`src/rtl/shf_pkg.sv`:
```
package shf_pkg;

    typedef enum logic [2:0] {
        SK_LSL   = 3'd0,
        SK_ASL   = 3'd1,
        SK_LSR   = 3'd2,
        SK_ASR   = 3'd3,
        SK_ROR   = 3'd4,
        SK_RRX   = 3'd5,
        SK_RSV6  = 3'd6,
        SK_RSV7  = 3'd7
    } shift_kind_e;

endpackage

```
`src/rtl/shf_bit_rev.sv`:
```
module shf_bit_rev #(
    parameter int W = 32
) (
    input  logic [W-1:0] din,
    output logic [W-1:0] dout
);

    for (genvar i = 0; i < W; i++) begin : g_rev
        assign dout[i] = din[W-1-i];
    end

endmodule

```
`src/rtl/shf_right_core.sv`:
```
// Logarithmic right shifter: stage s moves the word by 2**s when amount bit s is set.
module shf_right_core #(
    parameter int W  = 32,
    parameter int AW = $clog2(W)
) (
    input  logic [W-1:0]  din,
    input  logic [AW-1:0] amount,
    input  logic          rotate,
    input  logic          fill,
    output logic [W-1:0]  dout
);

    logic [W-1:0] stage [AW+1];

    assign stage[0] = din;

    for (genvar s = 0; s < AW; s++) begin : g_stage
        localparam int SH = 1 << s;
        logic [W-1:0] moved;
        always_comb begin
            if (rotate) begin
                moved = {stage[s][SH-1:0], stage[s][W-1:SH]};
            end else begin
                moved = {{SH{fill}}, stage[s][W-1:SH]};
            end
        end
        assign stage[s+1] = amount[s] ? moved : stage[s];
    end

    assign dout = stage[AW];

endmodule

```
`src/rtl/shf_carry_pick.sv`:
```
// Picks the last bit to leave the word: bit (amount-1) of the right-oriented operand.
module shf_carry_pick #(
    parameter int W  = 32,
    parameter int AW = $clog2(W)
) (
    input  logic [W-1:0]  oriented,
    input  logic [AW-1:0] amount,
    output logic          picked
);

    localparam logic [AW-1:0] ONE = {{(AW-1){1'b0}}, 1'b1};

    logic [AW-1:0] idx;

    assign idx    = amount - ONE;
    assign picked = oriented[idx];

endmodule

```
`src/rtl/shf_barrel.sv`:
```
module shf_barrel #(
    parameter int W  = 32,
    parameter int AW = $clog2(W)
) (
    input  logic [W-1:0]  in_value,
    input  logic [2:0]    in_kind,
    input  logic [AW-1:0] in_amount,
    input  logic          in_carry,
    output logic [W-1:0]  out_value,
    output logic          out_carry
);
    import shf_pkg::*;

    shift_kind_e  kind;
    logic         is_left;
    logic         is_shift;
    logic         dist_zero;
    logic         rot_en;
    logic         fill_bit;
    logic [W-1:0] rev_in;
    logic [W-1:0] oriented;
    logic [W-1:0] core_out;
    logic [W-1:0] rev_out;
    logic [W-1:0] shifted;
    logic         last_out;

    assign kind      = shift_kind_e'(in_kind);
    assign dist_zero = (in_amount == '0);

    always_comb begin
        is_left  = 1'b0;
        is_shift = 1'b0;
        rot_en   = 1'b0;
        fill_bit = 1'b0;
        unique case (kind)
            SK_LSL, SK_ASL: begin
                is_left  = 1'b1;
                is_shift = 1'b1;
            end
            SK_LSR: is_shift = 1'b1;
            SK_ASR: begin
                is_shift = 1'b1;
                fill_bit = in_value[W-1];
            end
            SK_ROR: begin
                is_shift = 1'b1;
                rot_en   = 1'b1;
            end
            SK_RRX, SK_RSV6, SK_RSV7: ;
        endcase
    end

    shf_bit_rev #(.W(W)) u_rev_in (
        .din  (in_value),
        .dout (rev_in)
    );

    assign oriented = is_left ? rev_in : in_value;

    shf_right_core #(.W(W), .AW(AW)) u_core (
        .din    (oriented),
        .amount (in_amount),
        .rotate (rot_en),
        .fill   (fill_bit),
        .dout   (core_out)
    );

    shf_bit_rev #(.W(W)) u_rev_out (
        .din  (core_out),
        .dout (rev_out)
    );

    assign shifted = is_left ? rev_out : core_out;

    shf_carry_pick #(.W(W), .AW(AW)) u_pick (
        .oriented (oriented),
        .amount   (in_amount),
        .picked   (last_out)
    );

    always_comb begin
        if (kind == SK_RRX) begin
            out_value = {in_carry, in_value[W-1:1]};
            out_carry = in_value[0];
        end else if (is_shift && !dist_zero) begin
            out_value = shifted;
            out_carry = last_out;
        end else begin
            out_value = in_value;
            out_carry = in_carry;
        end
    end

endmodule

```
`config.mk`:
```
export PLATFORM = sky130hd
export DESIGN_NAME = shf_barrel
export DESIGN_NICKNAME = d
export VERILOG_FILES = /design/src/rtl/shf_pkg.sv /design/src/rtl/shf_bit_rev.sv /design/src/rtl/shf_right_core.sv /design/src/rtl/shf_carry_pick.sv /design/src/rtl/shf_barrel.sv
export SDC_FILE = /design/constraint.sdc
export NUM_CORES = 1
export LEC_CHECK = 0
export BUFFER_PORTS_ARGS = -buffer_cell sky130_fd_sc_hd__buf_2
export CAP_MARGIN = 20
export CELL_PAD_IN_SITES_DETAIL_PLACEMENT = 0
export CELL_PAD_IN_SITES_GLOBAL_PLACEMENT = 2
export CORE_MARGIN = 1.5
export CORE_UTILIZATION = 33
export DETAILED_ROUTE_END_ITERATION = 8
export GPL_TIMING_DRIVEN = 0
export PLACE_DENSITY = 0.86
export SYNTH_ARGS = -nofsm -noshare
export SYNTH_HDL_FRONTEND = slang
export SYNTH_SLANG_ARGS = --single-unit
export TNS_END_PERCENT = 30
```
`constraint.sdc`:
```
create_clock -name vclk -period 3.3
set_input_delay 0.33 -clock vclk [all_inputs]
set_output_delay 0.33 -clock vclk [all_outputs]
set_load 0.01 [all_outputs]
```
==> results of run 1 <==
==> cell type report <==
cell class	instances	area, sq um
fillers	1350	7590
well taps	176	220
inverters	6	31.3
multi-input cells	444	4390
repair buffers	89	529
plain buffers	61	430
==> cell usage after synthesis, drive strengths merged (4+ instances only) <==
library cell	count
o21ai	42
buf	25
a22oi	19
o22a	5
o221ai	11
and3	12
nor2b	4
and2	5
mux4	73
a22o	7
a21oi	33
a211oi	6
a21o	10
mux2	12
inv	5
o31ai	5
nor3	6
or3	7
a221o	5
a211o	4
a221oi	7
o211ai	6
clkbuf	37
mux2i	37
nor2	33
nand2	49
==> critical path: cells and delay by family <==
family	cells	cell delay, ns
buffers and inverters	4	0.52
AOI/OAI and AO/OA	4	0.78
and+or+nand+nor	2	0.30
muxes	2	1.06
==> power groups by stage <==
stage / Sequential (uW) / Combinational (uW) / Clock (uW)
3_5_place_dp: 0 / 1020 / 0
5_1_grt: 0 / 1240 / 0
6_report: 0 / 1190 / 0
4_1_cts: 0 / 1080 / 0
3_3_place_gp: 0 / 1030 / 0
2_1_floorplan: 0 / 668 / 0
==> worst max-delay path by stage <==
stage                             from  depth (start not counted)             to  slack [ns]
final                       in_kind[1]                         12  out_value[31]       -0.03
after global routing        in_kind[1]                         13  out_value[30]       -0.07
after CTS                   in_kind[2]                         12  out_value[14]      -0.009
after detailed placement  in_amount[1]                         13  out_value[16]       -0.94
after global placement    in_amount[1]                         14  out_value[31]       -0.96
after floorplan           in_amount[1]                         13  out_value[29]        0.05
==> cell families after synthesis <==
kind of cell | synth area share [%]
buffers and inverters | 7.06
multiplexers | 48.6
adder cells (fa/ha/maj) | 0.282
AO/OA/AOI/OAI | 28.6
XOR/XNOR | 0.989
AND/OR/NAND/NOR | 14.5
==> through the flow <==
step	power, uW	setup slack [ns]	area [sq um]
floorplan	668	0.0465	4440
global placement	1030	-0.964	5000
detailed placement	1020	-0.943	5000
CTS	1080	-0.00870	5270
global route	1240	-0.0684	5600
finish	1190	-0.0262	5600
==> repair_timing <==
action | 4_1_cts | 5_1_grt
setup buffers | 8 | 11
pin swaps | 5 | 15
gates resized for setup | 68 | 63
endpoints found under the setup margin | 33 | 33
gates cloned | 0 | 1
==> metal layers <==
layer  wire length (um)  up-vias  track usage, %
met5                  0        -               0
met4                797        0            6.85
met3               3080       65            7.90
met2               9900      492            48.0
met1               8640     2765            42.5
li1                   -     2291               -
==> run metrics, run 1 <==
status=finished, violations left; failing checks=setup timing; final setup fails=1; DRT iter0 DRCs=between 900 and 1,000; Detailed Route WL=around 22 mm; GRT Resource Usage Total=a little under a third; Tmin final=between 3 and 4 ns; Critical Path Start Type=input port; CP max-delay cell=mux4_2; part of the power in registers=0%; Synth area leader=mux4_2; die width=around 120 um; RD Place Congestion=about 1.0; routed vias/inst=around 7.2; Fin Hold WS=about 1.1 ns; Crit Path Max Fanout=7; Critical Path AT=approximately 3.0 ns; total grt overflow=0; Fmax=301 MHz; Placed Instances=757; fin cells=776; Slew Viols, Final=0; synth warn=0; most frequent cells in the layout=73 x buf_2, 73 x mux4_2, 48 x nand2_1, 29 x a21oi_1; overall die area=around 14,000 sq um; maxcap violations=0; final worst slack=-0.0262 ns; VDD IR max=approximately 80 uV; CP required=2.97 ns; Detailed Place HPWL=17.0 mm; HP Class=input port to output pin; clkbuf count=0; via count=5,613; RSZ-0062 raised after global routing=yes; share of cells above drive strength 1=about 43%; post-DR wirelength/cell=28.9 um; n_diodes=0; Unique masters post-synth=64; Sw Ratio=57.2%; chip height=around 120 um; slowest stage delay, CP=0.56 ns; Post-Syn Area per Cell=around 8.7 sq um; Final Core Density=a little over two fifths; area growth from synthesis to layout=26.4%; worst hold endpoint=out_value[31]; Worst-Margin Slew=roughly 0.74 ns; post-route ant nets=0; I/O pin count=between 70 and 80; first-pass GRT wire length=32.8 mm; worst hold path depth=4; hold_sp=in_carry; Mapped Cells=~510; hold_buf cts=0; Pint=between 500 and 600 uW; Sw Pwr=681 uW; num rows=42; register area share after synthesis=0%; register area=0 sq um; Fin Setup TNS=-0.0262 ns; core area=13,200 sq um; Worst Setup End Kind=output pin; synthesized net count=between 500 and 600; Residual DRC=0; period utilization=101%; Hold Vio Cnt, Final=0; clock group share of total power=0%; DR pass1 iterations=5; largest net degree at the start of global routing=11; Final #Nets=644; pwr dens=213 nW/um^2; relative slew slack=49.3%; CP cell instances=buf_6 > buf_6 > nor2_8 > buf_12 > mux4_2 > mux4_2 > nand2_2 > o211ai_1 > a21boi_2 > a221oi_2 > o31ai_1 > buf_2; FFs & Latches=0; initial antenna violation count=0; starting density of the core=33.6%; share of the synthesized area in the top cell type=37.1%; combinational share of power=100.0%; kind of critical path=input port to output pin; leakage=around 0.0022 uW; Port Buffers=69; Synth area leaders=mux4_2 37%, mux2i_1 8.4%, o21ai_0 4.5%; Post-Syn Area=~4400 sq um; vias in the first global route=a little over 5,000
Note: power is estimated with default switching activity, not from simulation.
==> inputs of run 2 (changes only) <==
--- a/config.mk
+++ b/config.mk
@@ -19,2 +19,2 @@
 export SYNTH_SLANG_ARGS = --single-unit
-export TNS_END_PERCENT = 30
+export TNS_END_PERCENT = 1
==> constraint.sdc (replaced) <==
create_clock -name vclk -period 3.04
set_input_delay 0.456 -clock vclk [all_inputs]
set_output_delay 0.456 -clock vclk [all_outputs]
set_load 0.01 [all_outputs]
==> run metrics, run 2 (same netlist as run 1, synthesis figures left out) <==
chip height=119 um (unchanged); Multi-input gate area=4530 sq um (+3.3%); num rows=42 (unchanged); final setup fails=33 (+32); share of cells above drive strength 1=48.7% (+5.7 points); area growth from synthesis to layout=31.0%; RD Place Congestion=0.997 (-0.62%); GRT Resource Usage Total=32.2% (+1.6 points); status=finished, violations left; initial antenna violation count=0 (unchanged); CP cell instances=buf_6 > or2_1 > buf_6 > buf_12 > buf_12 > mux4_2 > mux2i_2 > a21oi_2 > mux2i_2 > buf_4 > nor3_2 > a221oi_2 > o31ai_1 > buf_2; period utilization=118%; n_diodes=0 (unchanged); pwr dens=235 nW/um^2 (+10%); routed vias/inst=7.44 (+2.9%); Filler cells=1,288 (-4.6%); Fmax=between 200 and 300 MHz; Slew Viols, Final=0 (unchanged); Worst Setup End Kind=output pin; worst hold path depth=4 (unchanged); CP max-delay cell=mux4_2; Pint=581 uW (+14%); post-route ant nets=0 (unchanged); hold_sp=in_carry; final worst slack=-0.538 ns (-0.512 ns); relative slew slack=44.7% (-4.6 points); hold_buf cts=0 (unchanged); register area=0 sq um (unchanged); Tmin final=around 3.6 ns; Hold Vio Cnt, Final=0 (unchanged); FFs & Latches=0 (unchanged); post-DR wirelength/cell=30.6 um (+5.8%); Residual DRC=0 (unchanged); VDD IR max=80.3 uV (+3.4%); most common cell after layout, fill and taps aside=buf_2; Final #Nets=648 (+0.62%); overall die area=14,100 sq um (unchanged); CP required=2.58 ns (-0.39 ns); cell area after layout=5800 sq um (+3.7%); largest net degree at the start of global routing=11 (unchanged); total grt overflow=0 (unchanged); I/O pin count=74 (unchanged); Sw Pwr=781 uW (+15%); die width=119 um (unchanged); Critical Path Start Type=input port; RSZ-0062 raised after global routing=yes; leakage=0.00224 uW (+2.7%); most frequent cells in the layout=74 x buf_2, 73 x mux4_2, 46 x nand2_1, 25 x o21ai_0; Sw Ratio=57.4% (+0.14 points); starting density of the core=33.6% (unchanged); via count=5,804 (+3.4%); Detailed Place HPWL=17.4 mm (+2.1%); combinational share of power=100.0% (about the same); Critical Path AT=3.12 ns (+0.12 ns); core area=13,200 sq um (unchanged); worst hold endpoint=out_value[31]; maxcap violations=0 (unchanged); clock group share of total power=0% (unchanged); DRT iter0 DRCs=885 (-6.7%); part of the power in registers=0% (unchanged); DR pass1 iterations=5 (unchanged); first-pass GRT wire length=34.6 mm (+5.6%); clkbuf count=0 (unchanged); HP Class=input port to output pin; Port Buffers=69 (unchanged); slowest stage delay, CP=0.46 ns (-0.10 ns); vias in the first global route=5,411 (+5.8%); Crit Path Max Fanout=10 (+3); Detailed Route WL=23.8 mm (+6.4%); failing checks=setup timing; kind of critical path=input port to output pin; Worst-Margin Slew=0.829 ns (+0.0884 ns); placed instance area=5140 sq um (+2.7%); Final Core Density=44.0% (+1.6 points)
==> run 2: cell count changes in the layout (fill, tap and decap cells not counted), moves of 3 or more <==
cell | before | now
a21oi_2 | 4 | 10
buf_6 | 12 | 8
buf_8 | 1 | 5
buf_4 | 19 | 22
a21oi_1 | 29 | 23
mux2i_2 | 5 | 10
o21ai_2 | 3 | 6
mux2i_1 | 27 | 23
nor2_2 | 4 | 7
==> run 2: worst max-delay path, delay by kind of cell <==
| family | cells | cell delay [ns] |
|---|---|---|
| and+or+nand+nor | 2 | 0.27 |
| buffers and inverters | 6 | 0.86 |
| muxes | 3 | 0.98 |
| AOI/OAI and AO/OA | 3 | 0.54 |
==> run 2: area by class of cell <==
cell class,instances,area share [%]
multi-input combinational,444,78.1
timing repair buffer,92,9.48
buffer,62,8.15
tap,176,3.79
inverter,6,0.517
==> run 2: worst max path at each step <==
| stage | startpoint | end | cells after the start |
|---|---|---|---|
| floorplan | in_kind[2] | out_value[31] | 10 |
| global placement | in_amount[1] | out_value[21] | 13 |
| detailed placement | in_amount[1] | out_value[21] | 13 |
| CTS | in_kind[1] | out_value[3] | 11 |
| global route | in_kind[2] | out_value[15] | 13 |
| finish | in_kind[1] | out_value[11] | 14 |
==> run 2: per-stage QoR <==
step	setup WS, ns	hold slack, ns	setup TNS, ns	power [uW]	cells
4_1_cts	-0.467	1.31	-11.63	1230	764
6_report	-0.538	1.33	-13.33	1360	780
2_1_floorplan	-0.0610	1.02	-0.449	751	512
3_5_place_dp	-0.953	1.31	-24.43	1140	757
3_3_place_gp	-0.989	1.32	-25.30	1130	757
5_1_grt	-0.568	1.35	-15.23	1400	780
==> run 2: repair_timing <==
action / 4_1_cts / 5_1_grt
setup endpoints to repair: 33 / 33
buffers inserted: 7 / 16
gates resized for setup: 95 / 44
pin swaps: 12 / 9
==> run 2: routing by layer <==
metal | global-route usage [%] | wire (um) | share of wire, %
met5 | 0 | 0 | 0
met4 | 8.58 | 986 | 4.1
met3 | 8.38 | 3480 | 15
met2 | 51.0 | 10700 | 45
met1 | 43.9 | 8710 | 37
==> run 2: power by group through the flow <==
stage	combinational [uW]	clock, uW	sequential, uW
2_1_floorplan	751	0	0
3_3_place_gp	1130	0	0
3_5_place_dp	1140	0	0
6_report	1360	0	0
4_1_cts	1230	0	0
5_1_grt	1400	0	0
